File: config.mk
export PLATFORM = sky130hd
export DESIGN_NAME = tick_watchdog
export DESIGN_NICKNAME = d
export VERILOG_FILES = /design/src/rtl/tick_watchdog_pkg.sv /design/src/rtl/wd_tick_gen.sv /design/src/rtl/wd_countdown.sv /design/src/rtl/wd_reset_pulse.sv /design/src/rtl/tick_watchdog.sv
export SDC_FILE = /design/constraint.sdc
export NUM_CORES = 1
export LEC_CHECK = 0
export ABC_AREA = 1
export BUFFER_PORTS_ARGS = -buffer_cell sky130_fd_sc_hd__buf_4
export CORE_ASPECT_RATIO = 0.6
export CORE_MARGIN = 8
export CORE_UTILIZATION = 53
export DETAILED_ROUTE_END_ITERATION = 8
export HOLD_SLACK_MARGIN = 0.1
export PLACE_DENSITY = 0.88
export SYNTH_ARGS = -nofsm -noshare
export SYNTH_HDL_FRONTEND = slang
export SYNTH_HIERARCHICAL = 1
export SYNTH_SLANG_ARGS = --single-unit
File: constraint.sdc
create_clock -name clk -period 2.1 [get_ports clk]
set_clock_uncertainty 0.05 [all_clocks]
set_input_delay 0.105 -clock clk [delete_from_list [all_inputs] [get_ports clk]]
set_output_delay 0.105 -clock clk [all_outputs]
set_load 0.005 [all_outputs]
File: src/rtl/tick_watchdog_pkg.sv
`timescale 1ns/1ps
package tick_watchdog_pkg;

   // Action the countdown register takes in a given cycle
   typedef enum logic [1:0] {
      OP_HOLD   = 2'd0,
      OP_FEED   = 2'd1,
      OP_DEC    = 2'd2,
      OP_EXPIRE = 2'd3
   } cnt_op_e;

   // Number of bits needed to hold values 0..n-1 (at least one)
   function automatic int unsigned idx_w(input int unsigned n);
      return (n <= 2) ? 1 : $clog2(n);
   endfunction

endpackage

File: src/rtl/wd_tick_gen.sv
`timescale 1ns/1ps
module wd_tick_gen #(
   parameter int unsigned DIV = 1_000_000
) (
   input  logic clk,
   input  logic rst_n,
   input  logic restart,
   output logic tick
);
   import tick_watchdog_pkg::*;

   generate
      if (DIV == 1) begin : g_passthru
         // Every clock is a tick; restart has nothing to realign
         assign tick = 1'b1;
      end else begin : g_divider
         localparam int unsigned PW = idx_w(DIV);
         localparam logic [PW-1:0] PH_LAST = PW'(DIV - 1);
         logic [PW-1:0] phase;

         always_ff @(posedge clk or negedge rst_n) begin
            if (!rst_n)                 phase <= '0;
            else if (restart || tick)   phase <= '0;
            else                        phase <= phase + 1'b1;
         end

         assign tick = (phase == PH_LAST);

         // two ticks are never adjacent when the divider is above one
         a_r2_tick_gap : assert property (@(posedge clk) disable iff (!rst_n)
            tick |=> !tick);
         // a restart always leaves the phase at the start of a period
         a_r2_restart_phase : assert property (@(posedge clk) disable iff (!rst_n)
            restart |=> (phase == '0));
      end
   endgenerate

endmodule

File: src/rtl/wd_countdown.sv
`timescale 1ns/1ps
module wd_countdown #(
   parameter int unsigned CNT_W           = 32,
   parameter int unsigned DEFAULT_TIMEOUT = 6000
) (
   input  logic             clk,
   input  logic             rst_n,
   input  logic             tick,
   input  logic             feed,
   input  logic             load,
   input  logic [CNT_W-1:0] load_val,
   output logic             enabled,
   output logic [CNT_W-1:0] remaining,
   output logic             expire
);
   import tick_watchdog_pkg::*;

   localparam logic [CNT_W-1:0] DEF_CNT = CNT_W'(DEFAULT_TIMEOUT);
   localparam logic [CNT_W-1:0] ONE     = CNT_W'(1);

   logic [CNT_W-1:0] tmo_hold;
   logic [CNT_W-1:0] count_q;
   logic             en_q;
   cnt_op_e          op;

   // Feed has priority over everything, including a coincident expiry
   always_comb begin
      if (feed)                                   op = OP_FEED;
      else if (en_q && tick && count_q == ONE)    op = OP_EXPIRE;
      else if (en_q && tick)                      op = OP_DEC;
      else                                        op = OP_HOLD;
   end

   // Held timeout: expiry restores the default and drops a same-cycle load
   always_ff @(posedge clk or negedge rst_n) begin
      if (!rst_n)                 tmo_hold <= DEF_CNT;
      else if (op == OP_EXPIRE)   tmo_hold <= DEF_CNT;
      else if (load)              tmo_hold <= load_val;
   end

   always_ff @(posedge clk or negedge rst_n) begin
      if (!rst_n) begin
         count_q <= DEF_CNT;
         en_q    <= 1'b1;
      end else begin
         unique case (op)
            OP_FEED: begin
               count_q <= tmo_hold;
               en_q    <= (tmo_hold != '0);
            end
            OP_EXPIRE: begin
               count_q <= DEF_CNT;
               en_q    <= 1'b1;
            end
            OP_DEC:  count_q <= count_q - 1'b1;
            default: count_q <= count_q;
         endcase
      end
   end

   assign enabled   = en_q;
   assign remaining = count_q;
   assign expire    = (op == OP_EXPIRE);

   // a running watchdog never shows a zero count
   a_r1_live_nonzero : assert property (@(posedge clk) disable iff (!rst_n)
      en_q |-> (count_q != '0));
   // feed with a nonzero held timeout reloads and enables
   a_r3_feed_reload : assert property (@(posedge clk) disable iff (!rst_n)
      (feed && tmo_hold != '0) |=> (en_q && count_q == $past(tmo_hold)));
   // feed with a zero held timeout disables
   a_r4_feed_zero : assert property (@(posedge clk) disable iff (!rst_n)
      (feed && tmo_hold == '0) |=> (!en_q && count_q == '0));
   // without a feed, a disabled watchdog stays disabled and frozen
   a_r4_idle_frozen : assert property (@(posedge clk) disable iff (!rst_n)
      (!en_q && !feed) |=> (!en_q && $stable(count_q)));
   // a tick with no feed lowers a count above one by exactly one
   a_r2_decrement : assert property (@(posedge clk) disable iff (!rst_n)
      (en_q && tick && !feed && count_q > ONE) |=> (count_q == $past(count_q) - 1'b1));
   // without tick or feed, the count does not move
   a_r5_count_hold : assert property (@(posedge clk) disable iff (!rst_n)
      (!tick && !feed) |=> $stable(count_q));
   // expiry re-arms with the default in both count and held timeout
   a_r7_rearm : assert property (@(posedge clk) disable iff (!rst_n)
      expire |=> (en_q && count_q == DEF_CNT && tmo_hold == DEF_CNT));
   // a held timeout changes only through a load or an expiry
   a_r5_hold_stable : assert property (@(posedge clk) disable iff (!rst_n)
      (!load && !expire) |=> $stable(tmo_hold));

endmodule

File: src/rtl/wd_reset_pulse.sv
`timescale 1ns/1ps
module wd_reset_pulse #(
   parameter int unsigned LEN = 8
) (
   input  logic clk,
   input  logic rst_n,
   input  logic fire,
   output logic rst_out
);
   import tick_watchdog_pkg::*;

   localparam int unsigned CW = idx_w(LEN + 1);
   localparam logic [CW-1:0] LEN_C = CW'(LEN);

   logic [CW-1:0] left;

   always_ff @(posedge clk or negedge rst_n) begin
      if (!rst_n)              left <= '0;
      else if (fire)           left <= LEN_C;
      else if (left != '0)     left <= left - 1'b1;
   end

   assign rst_out = (left != '0);

   // an expiry event always drives the reset in the next cycle
   a_r6_pulse_start : assert property (@(posedge clk) disable iff (!rst_n)
      fire |=> rst_out);
   // the pulse only starts from an expiry event
   a_r6_pulse_cause : assert property (@(posedge clk) disable iff (!rst_n)
      $rose(rst_out) |-> $past(fire));

endmodule

File: src/rtl/tick_watchdog.sv
`timescale 1ns/1ps
module tick_watchdog #(
   parameter int unsigned CLK_PER_TICK    = 1_000_000,
   parameter int unsigned CNT_W           = 32,
   parameter int unsigned DEFAULT_TIMEOUT = 6000,
   parameter int unsigned RST_PULSE_CYC   = 8
) (
   input  logic             clk,
   input  logic             rst_n,
   input  logic             tmo_load,
   input  logic [CNT_W-1:0] tmo_value,
   input  logic             feed,
   output logic             wd_enabled,
   output logic [CNT_W-1:0] remaining,
   output logic             sys_rst
);

   // Elaboration-time parameter checks
   generate
      if (CLK_PER_TICK < 1) begin : g_bad_div
         $error("tick_watchdog: CLK_PER_TICK must be at least 1");
      end
      if (CNT_W < 2 || CNT_W > 32) begin : g_bad_width
         $error("tick_watchdog: CNT_W must be within 2..32");
      end
      if (DEFAULT_TIMEOUT == 0 ||
          64'(DEFAULT_TIMEOUT) > ((64'd1 << CNT_W) - 64'd1)) begin : g_bad_default
         $error("tick_watchdog: DEFAULT_TIMEOUT must be nonzero and fit in CNT_W bits");
      end
      if (RST_PULSE_CYC < 1) begin : g_bad_pulse
         $error("tick_watchdog: RST_PULSE_CYC must be at least 1");
      end
   endgenerate

   logic tick;
   logic expire;

   wd_tick_gen #(
      .DIV (CLK_PER_TICK)
   ) u_tick (
      .clk     (clk),
      .rst_n   (rst_n),
      .restart (feed),
      .tick    (tick)
   );

   wd_countdown #(
      .CNT_W           (CNT_W),
      .DEFAULT_TIMEOUT (DEFAULT_TIMEOUT)
   ) u_count (
      .clk       (clk),
      .rst_n     (rst_n),
      .tick      (tick),
      .feed      (feed),
      .load      (tmo_load),
      .load_val  (tmo_value),
      .enabled   (wd_enabled),
      .remaining (remaining),
      .expire    (expire)
   );

   wd_reset_pulse #(
      .LEN (RST_PULSE_CYC)
   ) u_pulse (
      .clk     (clk),
      .rst_n   (rst_n),
      .fire    (expire),
      .rst_out (sys_rst)
   );

   // a feed while no pulse is active can never start one
   a_r8_feed_blocks_pulse : assert property (@(posedge clk) disable iff (!rst_n)
      (feed && !sys_rst) |=> !sys_rst);
   // no pulse can start while the watchdog is disabled
   a_r4_no_pulse_disabled : assert property (@(posedge clk) disable iff (!rst_n)
      (!wd_enabled && !sys_rst) |=> !sys_rst);

endmodule

## Word-level counts from Yosys, hierarchy flattened

Cells that the tools add are included.

- Add/subtract/negate cells: 3
- Equal/unequal tests: 5
- Muxes and demuxes: 10
- Reduce and logical (&&, ||, !) cells: 9

Operators with widths:

| cell | count |
|---|---|
| $pmux W32 S3 | 1 |
| $mux W32 | 2 |
| $eq A32 B1 Y1 const B | 1 |
| $reduce_bool A32 Y1 | 1 |
| $sub A32 B1 Y32 const B | 1 |
| $add A20 B1 Y20 const B | 1 |
| $eq A20 B20 Y1 const B | 1 |
| $mux W20 | 1 |
| $mux W4 | 2 |
| $mux W2 | 3 |
| $reduce_bool A2 Y1 | 3 |
| $eq A2 B2 Y1 const B | 2 |
| $reduce_bool A4 Y1 | 1 |
| $sub A4 B1 Y4 const B | 1 |
| $reduce_bool A3 Y1 | 1 |
| $eq A2 B1 Y1 const B | 1 |
| $logic_and A1 B1 Y1 | 2 |
| $pmux W1 S2 | 1 |
| $logic_or A1 B1 Y1 | 1 |

- Flip-flop bits (word level): 89
- Input bits: 36
- Output and inout port bits: 34
- Logic and storage cells: 32

## Depth between registers and ports, before layout

Gate-level depths: netlist of the first run.

- Depth after elaboration: 7
- Gate-level depth with buffers: 16
- Gate-level depth less buffers: 15

## By module

Netlist of the first run, hierarchy kept.

By module, submodules not included:

| module | instances | cells an instance | area an instance (µm²) | seq. area each (µm²) |
|---|---|---|---|---|
| wd_countdown | 1 | 578 | 4,125.2 | 1,645.3 |
| wd_tick_gen | 1 | 162 | 1,167.4 | 500.5 |
| wd_reset_pulse | 1 | 28 | 221.5 | 100.1 |

## Worst setup path after synthesis of the first run

OpenSTA, ideal clock, no wires.

- Path kind: register to register
- Start: register u_tick.g_divider.phase[0]
- End: register u_count.count_q[1], in the netlist u_count/remaining[1]
- Setup time: 0.119 ns
- Arrival: 1.931 ns
- Data required time: 1.931 ns
- Path slack: 0.000 ns
- Stages on the path, launching flop included: 15
- Path buffers: 1
- Period minus slack after synthesis: 2.100 ns
- Cells stage by stage: dfrtp_1 ha_1 nand3_1 nor2_4 nand3_2 inv_1 nand2_1 inv_2 nand3_1 nor2_2 nand4_4 nand2_4 buf_6 nor2_2 o21a_1

- Cells in the longest elaborated chain, start to end: 7
- Elaborated cells between the ends (all ways): 11
- Classes of those cells: eq/ne (4); mux (4); reduce/logical (3)

RTL lines:

| what | line | source |
|---|---|---|
| start: declaration | wd_tick_gen.sv:19 | `logic [PW-1:0] phase;` |
| start signal: assignment | wd_tick_gen.sv:24 | `else phase <= phase + 1'b1;` |
| $eq A20 B20 Y1 * | wd_tick_gen.sv:27 | `assign tick = (phase == PH_LAST);` |
| net tick | tick_watchdog.sv:35 | `logic tick;` |
| $logic_and A1 B1 Y1 * | wd_countdown.sv:29, wd_countdown.sv:30 |  |
| $mux W2 or $logic_and A1 B1 Y1 (tied branches) | wd_countdown.sv:30, wd_countdown.sv:29 |  |
| $mux W2 * | wd_countdown.sv:29 | `else if (en_q && tick && count_q == ONE) op = OP_EXPIRE;` |
| $mux W2 * | wd_countdown.sv:28 | `if (feed) op = OP_FEED;` |
| $eq A2 B2 Y1 or $eq A2 B1 Y1 (tied branches) | wd_countdown.sv:46 | `unique case (op)` |
| $pmux W32 S3 or $reduce_bool A3 Y1 (tied branches) | -- |  |
| end signal: assignment | wd_countdown.sv:48 | `count_q <= tmo_hold;` |
| end signal: assignment | wd_countdown.sv:55 | `OP_DEC: count_q <= count_q - 1'b1;` |
| end signal: assignment | wd_countdown.sv:56 | `default: count_q <= count_q;` |
| end: declaration | wd_countdown.sv:22 | `logic [CNT_W-1:0] count_q;` |

Mark *: on every way through the listed nets, which the timed path passes. The rest lies on a longest branch.
A chain may end at the register's enable or synchronous reset.

## Worst setup path after layout of the first run

- Start: register u_tick.g_divider.phase[6]
- End: register u_count.count_q[9], in the netlist u_count/remaining[9]

The elaborated chain is that of the path after synthesis.

==> impl_metrics.tcl, run 1 <==
set metrics [dict create \
    cts_buffers 9 \
    core_area_mm2 0.00998 \
    grt_overflow 0 \
    grtUsageTotal_pct 25.7 \
    maxCapViolations 0 \
    drive_gt1_share_pct 22.4 \
    synth_fa_ha_area_share_pct 0.908 \
    crit_buf_inv 3 \
    setup_slack_ns -0.0701 \
    final_max_slew_viol_count 0 \
    synthMuxAreaShare_pct 2.50 \
    slowest_delay_ns 0.41 \
    netlist_area_mm2 0.00551 \
    synth-simple-area-share_pct 33.9 \
    grt_pass1_vias 5362 \
    crit_type "flip-flop to flip-flop" \
    syn_nets 808 \
    violations "negative setup slack" \
    drt_first_pass_iters 7 \
    hold_viol 0 \
    critPathLaunchType "flip-flop" \
    avgViaCountPerCell 5.64 \
    synth_compound_area_share_pct 8.96 \
    cts.sinks 89 \
    pwr-share-clk_pct 37.0 \
    finalCritPeriodShare_pct 103 \
    p_int_mw 3.30 \
    synth_top_cell_area_share_pct 33.6 \
    clk_latency_ns 0.34 \
    synth.top_cells.by_area "dfrtp_1 34%, nand2_1 12%, nor2_1 11%, dfstp_2 7.1%, inv_1 6.4%" \
    crit_path_top_delay_cell "dfrtp_1" \
    synth_seq_cells 89 \
    place_hpwl_mm 12.7 \
    instances_no_fill 1045 \
    ir_worst_vdd_v 0.000476 \
    finalSetupViolCount 38 \
    via_count 5889 \
    power_density_mw_per_mm2 644 \
    htree_levels 3 \
    port_buffers 69 \
    dieArea_mm2 0.0140 \
    dp.cells 988 \
    synthArstFlopShare_pct 100 \
    power_mw 4.60 \
    ys_seq_area_share_pct 40.7 \
    cts_tree "built" \
    ant_nets 0 \
    path_clk_slew_ns 0.06 \
    cp.required_ns 2.30 \
    grt_max_degree 52 \
    drt_iter0_drc 770 \
    nNetsFinal 945 \
    layout_min_cycle_time_ns 2.17 \
    worst_setup_path_end_kind "flip-flop" \
    outcome "complete, but fails checks" \
    die-width_um 148 \
    crit_chain "nor2_2, nand3_1, nor2_2, nand3_2, inv_2, nand2_4, inv_4, nand3_4, nor2_4, nand4_4, nand2_8, buf_12, nor2_1, o22ai_1" \
    critPathTopFamily "simple AND/OR/NAND/NOR gates" \
    relSlewSlack_pct 61.2 \
    rows 28 \
    synth_cells 768 \
    yosysUniqueCellTypes 40 \
    root_buffer "clkbuf_16" \
    switchingPower_mw 1.29 \
    pwr-share-seq_pct 44.3 \
    hp-class "input pin to asynchronous set/reset pin" \
    io_pins 70 \
    yosysMostFrequentCell "nand2_1" \
    synth_top_family_by_area "simple AND/OR/NAND/NOR gates" \
    worst_pin_slew_ns 0.581 \
    drc_errors 0 \
    rsz0062_at_grt "yes" \
    synth.avg_cell_area_um2 7.18 \
    power_frac_comb_pct 18.7 \
    synth-xor-area-share_pct 3.49 \
    yosysTopAreaCell "dfrtp_1" \
    p_sw_share_pct 28.1 \
    antenna_found_initial 0 \
    wire_per_inst_um 17.1 \
    rrSetupSlack_ns -0.07 \
    crit_arrival_ns 2.37 \
    ctsLongestPathBuffers 2 \
    area_delta_synth_final_pct 29.5 \
    yosysWarningCount 6 \
    n_antenna_cell 0 \
    routed_wl_mm 17.9 \
    cp_max_fo 17 \
    die_y_um 95.0 \
    grt_pass1_wl_mm 28.2 \
    p_leak_nw 3.47 \
    synth-main-ff-cell "dfrtp_1" \
    yosys-top-cells-count "180 x nand2_1, 163 x nor2_1, 94 x inv_1, 74 x dfrtp_1, 39 x o21ai_0" \
    crit_top_cell "nor2_2" \
    synth_edf_count 0 \
    start_util_pct 55.2 \
    place.gp.congestion 0.999 \
    fmax_mhz 461 \
]
[per-stage QoR]
stage	setup TNS, ns	worst slack (ns)	hold slack, ns	cell area, um^2	utilization, %
after floorplan	0	0.0000946	-0.241	5510	-
after global placement	-0.946	-0.0582	0.0905	6360	63.7
after detailed placement	-4.61	-0.121	0.0918	6360	63.7
after CTS	0	0.00656	0.275	7060	70.7
after global routing	-3.01	-0.112	0.316	7140	71.5
final	-0.683	-0.0701	0.254	7140	71.5
[registers in the layout (all words and copies together), names as in the netlist]
| name | flops |
|---|---|
| u_tick/g_divider.phase | 20 |
| u_count/tmo_hold | 32 |
| u_count/enabled | 1 |
| u_pulse/left | 4 |
| u_count/remaining | 32 |
[worst register-to-register path, delay by kind of cell (launching register included)]
kind            cells  cell delay, ns
flops               1            0.41
simple gates       10            1.16
buf+inv             3            0.31
compound gates      1            0.15
[power by group through the flow]
stage / Combinational [mW] / Sequential, mW / Clock (mW)
2_1_floorplan: 0.405 / 2.02 / 0
3_3_place_gp: 0.754 / 2.05 / 0
3_5_place_dp: 0.769 / 2.05 / 0
4_1_cts: 0.832 / 2.03 / 1.70
5_1_grt: 0.941 / 2.05 / 1.79
6_report: 0.859 / 2.03 / 1.70
[placed cells by master (no fill, tap or decap), types with 5 or more instances in the layout]
master / instances
clkbuf_16: 9
mux2i_1: 7
nand3_1: 20
nand2_1: 179
nand4_1: 13
dlygate4sd3_1: 34
nor2_2: 19
xnor2_1: 6
dfstp_2: 15
xor2_1: 16
dfrtp_1: 73
inv_2: 7
a21oi_1: 26
nand2_2: 7
o21ai_0: 37
o21ai_1: 8
o21bai_1: 6
nor2_1: 160
nor2_4: 9
inv_1: 92
buf_4: 106
mux2_2: 6
nor4_1: 5
[worst paths after layout]
path                                                start                     to  cells past startpoint
min in group clk                                 tmo_load   u_count/tmo_hold[12]                      3
worst min-delay path                                rst_n    u_count/tmo_hold[2]                      2
max in group asynchronous                           rst_n  u_count/remaining[10]                      3
worst max register to register  u_tick/g_divider.phase[6]   u_count/remaining[9]                     14
worst min register to register            u_pulse/left[3]        u_pulse/left[3]                      2
worst max-delay path            u_tick/g_divider.phase[6]   u_count/remaining[9]                     14
[cells by family after synthesis]
kind of cell | after synthesis
flip-flops | 89
AO/OA/AOI/OAI | 90
AND/OR/NAND/NOR | 427
multiplexers | 13
buffers and inverters | 123
adder cells (fa/ha/maj) | 4
XOR/XNOR | 22
[per-layer routing]
metal	part of all wire, %	vias to the layer above	global-route usage (%)
met3	15	79	10.3
met4	3.8	0	11.0
met5	0	-	0
li1	-	2673	-
met1	41	2686	34.3
met2	40	451	36.3
[final cells by class]
cell class                 count  area [um^2]
sequential                    89         2250
inverter                     104          408
tap                          135          169
timing repair buffer         145         1210
clock buffer                  13          240
clock inverter                 3         67.6
multi-input combinational    556         2800
fill                         715         2850
[what timing repair did]
| action | 4_1_cts | 5_1_grt |
|---|---|---|
| pin swaps | 5 | 14 |
| setup endpoints to repair | 66 | 68 |
| resized for setup | 8 | 19 |
| hold buffers | 34 | 0 |
| buffers inserted | 4 | 3 |
| hold endpoints to repair | 75 | 0 |
No activity file was read; power rests on OpenSTA's default activity.
==> run 2, diff against run 1 <==
Settings changed: CORE_UTILIZATION 53 to 54, CTS_BUF_LIST set to sky130_fd_sc_hd__clkbuf_4 sky130_fd_sc_hd__clkbuf_8, PLACE_DENSITY 0.88 to 0.9, SYNTH_HIERARCHICAL 1 to not set.
==> run 2 against run 1 <==
Compared with the run above:
- the run now ends clean
- hold slack lost 0.12 ns
- maximum frequency grew 9.5%
- non-clock buffer count grew 1
- utilization grew 1.3 points
- combinational power shrank 3.5%
- sequential share of layout area grew 2.0 points
- area after synthesis shrank 6.7%
- cell count shrank 7.4%
- largest power group unchanged
- flip-flop and latch count is the same
- synthesized cell count shrank 9.5%
==> impl_metrics.tcl, run 2 <==
set metrics [dict create \
    start_util_pct 55.8 \
    path_clk_slew_ns 0.10 \
    drive_gt1_share_pct 18.4 \
    crit_arrival_ns 2.25 \
    synth.top_cells.by_area "dfrtp_1 36%, nand2_1 12%, nor2_1 9.7%, dfstp_2 7.7%, a21oi_1 5.8%" \
    port_buffers 69 \
    fin_setup_tns_ns 0 \
    grt_overflow 0 \
    yosysWarningCount 0 \
    drt_first_pass_iters 6 \
    slowest_delay_ns 0.49 \
    outcome "finished, final reports clean" \
    netlist_area_mm2 0.00514 \
    ctsLongestPathBuffers 2 \
    routed_wl_mm 18.9 \
    critPathLaunch "u_count.remaining[11]" \
    antenna_found_initial 0 \
    layout_common_cells "164 x nand2_1, 132 x nor2_1, 87 x buf_4" \
    synth_edf_count 0 \
    final_common_cell "nand2_1" \
    crit_path_top_delay_cell "dfrtp_1" \
    synthArstFlopShare_pct 100 \
    critPathLaunchType "flip-flop" \
    yosysUniqueCellTypes 36 \
    crit_top_cell "nand2_1" \
    worst_pin_slew_ns 0.623 \
    drc_errors 0 \
    hold_start "tmo_load" \
    yosysTopAreaCell "dfrtp_1" \
    n_antenna_cell 0 \
    core_area_mm2 0.00922 \
    syn_nets 735 \
    avgViaCountPerCell 5.85 \
    grt_pass1_vias 5473 \
    place_hpwl_mm 12.5 \
    drt_iter0_drc 744 \
    ys_seq_area_share_pct 43.7 \
    r2r-start "u_count.remaining[11]" \
    htree_levels 3 \
    grt_max_degree 48 \
    synth-main-ff-cell "dfrtp_1" \
    layout_min_cycle_time_ns 1.98 \
    io_pins 70 \
    yosys-top-cells-count "165 x nand2_1, 133 x nor2_1, 74 x dfrtp_1, 60 x a21oi_1, 47 x inv_1" \
    synth.avg_cell_area_um2 7.40 \
    critPathTopFamily "simple AND/OR/NAND/NOR gates" \
    finalSetupViolCount 0 \
    dieArea_mm2 0.0130 \
    p_leak_nw 2.97 \
    cts_buffers 9 \
    worst_setup_path_end_kind "flip-flop" \
    die-width_um 142 \
    die_y_um 91.6 \
    cp.required_ns 2.37 \
    place.gp.congestion 1.00 \
    clk_latency_ns 0.38 \
    final_max_slew_viol_count 0 \
    relSlewSlack_pct 58.5 \
    finalCritPeriodShare_pct 94.4 \
    crit_chain "nor2_1, nand2_1, nor3_4, nand3_4, nor2_4, buf_12, inv_2, nand2_1" \
    rows 27 \
    crit_buf_inv 2 \
    fmax_mhz 505 \
    final_util_pct 72.9 \
    synth_cells 695 \
    ir_worst_vdd_v 0.000468 \
    nNetsFinal 873 \
    cts_tree "built" \
    ant_nets 0 \
    grtUsageTotal_pct 29.5 \
    rsz0062_at_grt "no" \
    synth_seq_cells 89 \
    crit_type "flip-flop to flip-flop" \
    hold_viol 0 \
    synth_top_cell_area_share_pct 36.0 \
    yosysMostFrequentCell "nand2_1" \
    cp_max_fo 29 \
    grt_pass1_wl_mm 30.0 \
    num-fill-cells 675 \
    via_count 5659 \
    power_density_mw_per_mm2 639 \
    hp-class "input pin to flip-flop" \
    root_buffer "clkbuf_8" \
    wire_per_inst_um 19.5 \
    maxCapViolations 0 \
    area_delta_synth_final_pct 30.7 \
    cts.sinks 89 \
]
-- run 2: layout make-up --
| class | instances | area, um^2 | share of cell area (%) |
|---|---|---|---|
| clock buffers | 10 | 138 | 2.05 |
| clock inverters | 6 | 98.8 | 1.47 |
| inverters | 55 | 216 | 3.22 |
| multi-input cells | 532 | 2580 | 38.5 |
| flip-flops and latches | 89 | 2250 | 33.4 |
| well taps | 130 | 163 | 2.42 |
| repair buffers | 146 | 1270 | 19.0 |
-- run 2: layer usage --
| layer | share of wire (%) | wire [um] | track usage, % | vias up |
|---|---|---|---|---|
| li1 | - | - | - | 2518 |
| met1 | 41 | 7800 | 39.9 | 2636 |
| met2 | 42 | 7980 | 42.8 | 444 |
| met3 | 13 | 2540 | 10.0 | 61 |
| met4 | 3.0 | 569 | 10.5 | 0 |
| met5 | 0 | 0 | 0 | - |
-- run 2: through the flow --
stage | worst slack [ns] | std cells | cell area [um^2] | power, mW | hold WS, ns
CTS | 0.0774 | 966 | 6670 | 4.22 | 0.100
global placement | 0.103 | 894 | 5870 | 2.73 | 0.104
detailed placement | 0.108 | 894 | 5870 | 2.76 | 0.109
finish | 0.118 | 968 | 6720 | 4.29 | 0.133
floorplan | 0.367 | 695 | 5140 | 2.36 | -0.241
global route | 0.00494 | 968 | 6720 | 4.44 | 0.132
-- run 2: cell families after synthesis --
group | count (synthesis) | share of synthesized area (%)
AND/OR/NAND/NOR | 383 | 32.3
AO/OA/AOI/OAI | 118 | 11.8
flip-flops | 89 | 43.7
buffers and inverters | 74 | 6.64
XOR/XNOR | 26 | 4.43
adder cells (fa/ha/maj) | 4 | 0.973
multiplexers | 1 | 0.195
-- run 2: power by group --
| group | internal [mW] | switching, mW |
|---|---|---|
| logic | 0.381 | 0.448 |
| registers | 1.86 | 0.182 |
| clock network | 0.722 | 0.696 |
| total | 2.97 | 1.33 |
-- run 2: timing repair --
action | in CTS | in global routing
hold buffers | 56 | 0
resized for setup | 0 | 10
endpoints found under the hold margin | 80 | 0
setup buffers | 0 | 2
setup endpoints to repair | 0 | 59
-- run 2: worst reg2reg max path, cell delays in order (launching register included) --
cell and delay [ns]:
dfrtp_1 0.49, nor2_1 0.21, nand2_1 0.18, nor3_4 0.25
nand3_4 0.17, nor2_4 0.18, buf_12 0.20, inv_2 0.11
nand2_1 0.09
-- run 2: path summary, 6_finish.rpt --
| path | endpoint | slack (ns) | cells past startpoint |
|---|---|---|---|
| max in group asynchronous | u_count.remaining[10] | 1.06 | 3 |
| min | u_count.tmo_hold[21] | 0.13 | 3 |
| max | u_count.tmo_hold[9] | 0.12 | 8 |
| min reg2reg | u_tick.g_divider.phase[0] | 0.44 | 1 |
| min in group asynchronous | u_tick.g_divider.phase[2] | 0.24 | 2 |
| max reg2reg | u_count.tmo_hold[9] | 0.12 | 8 |
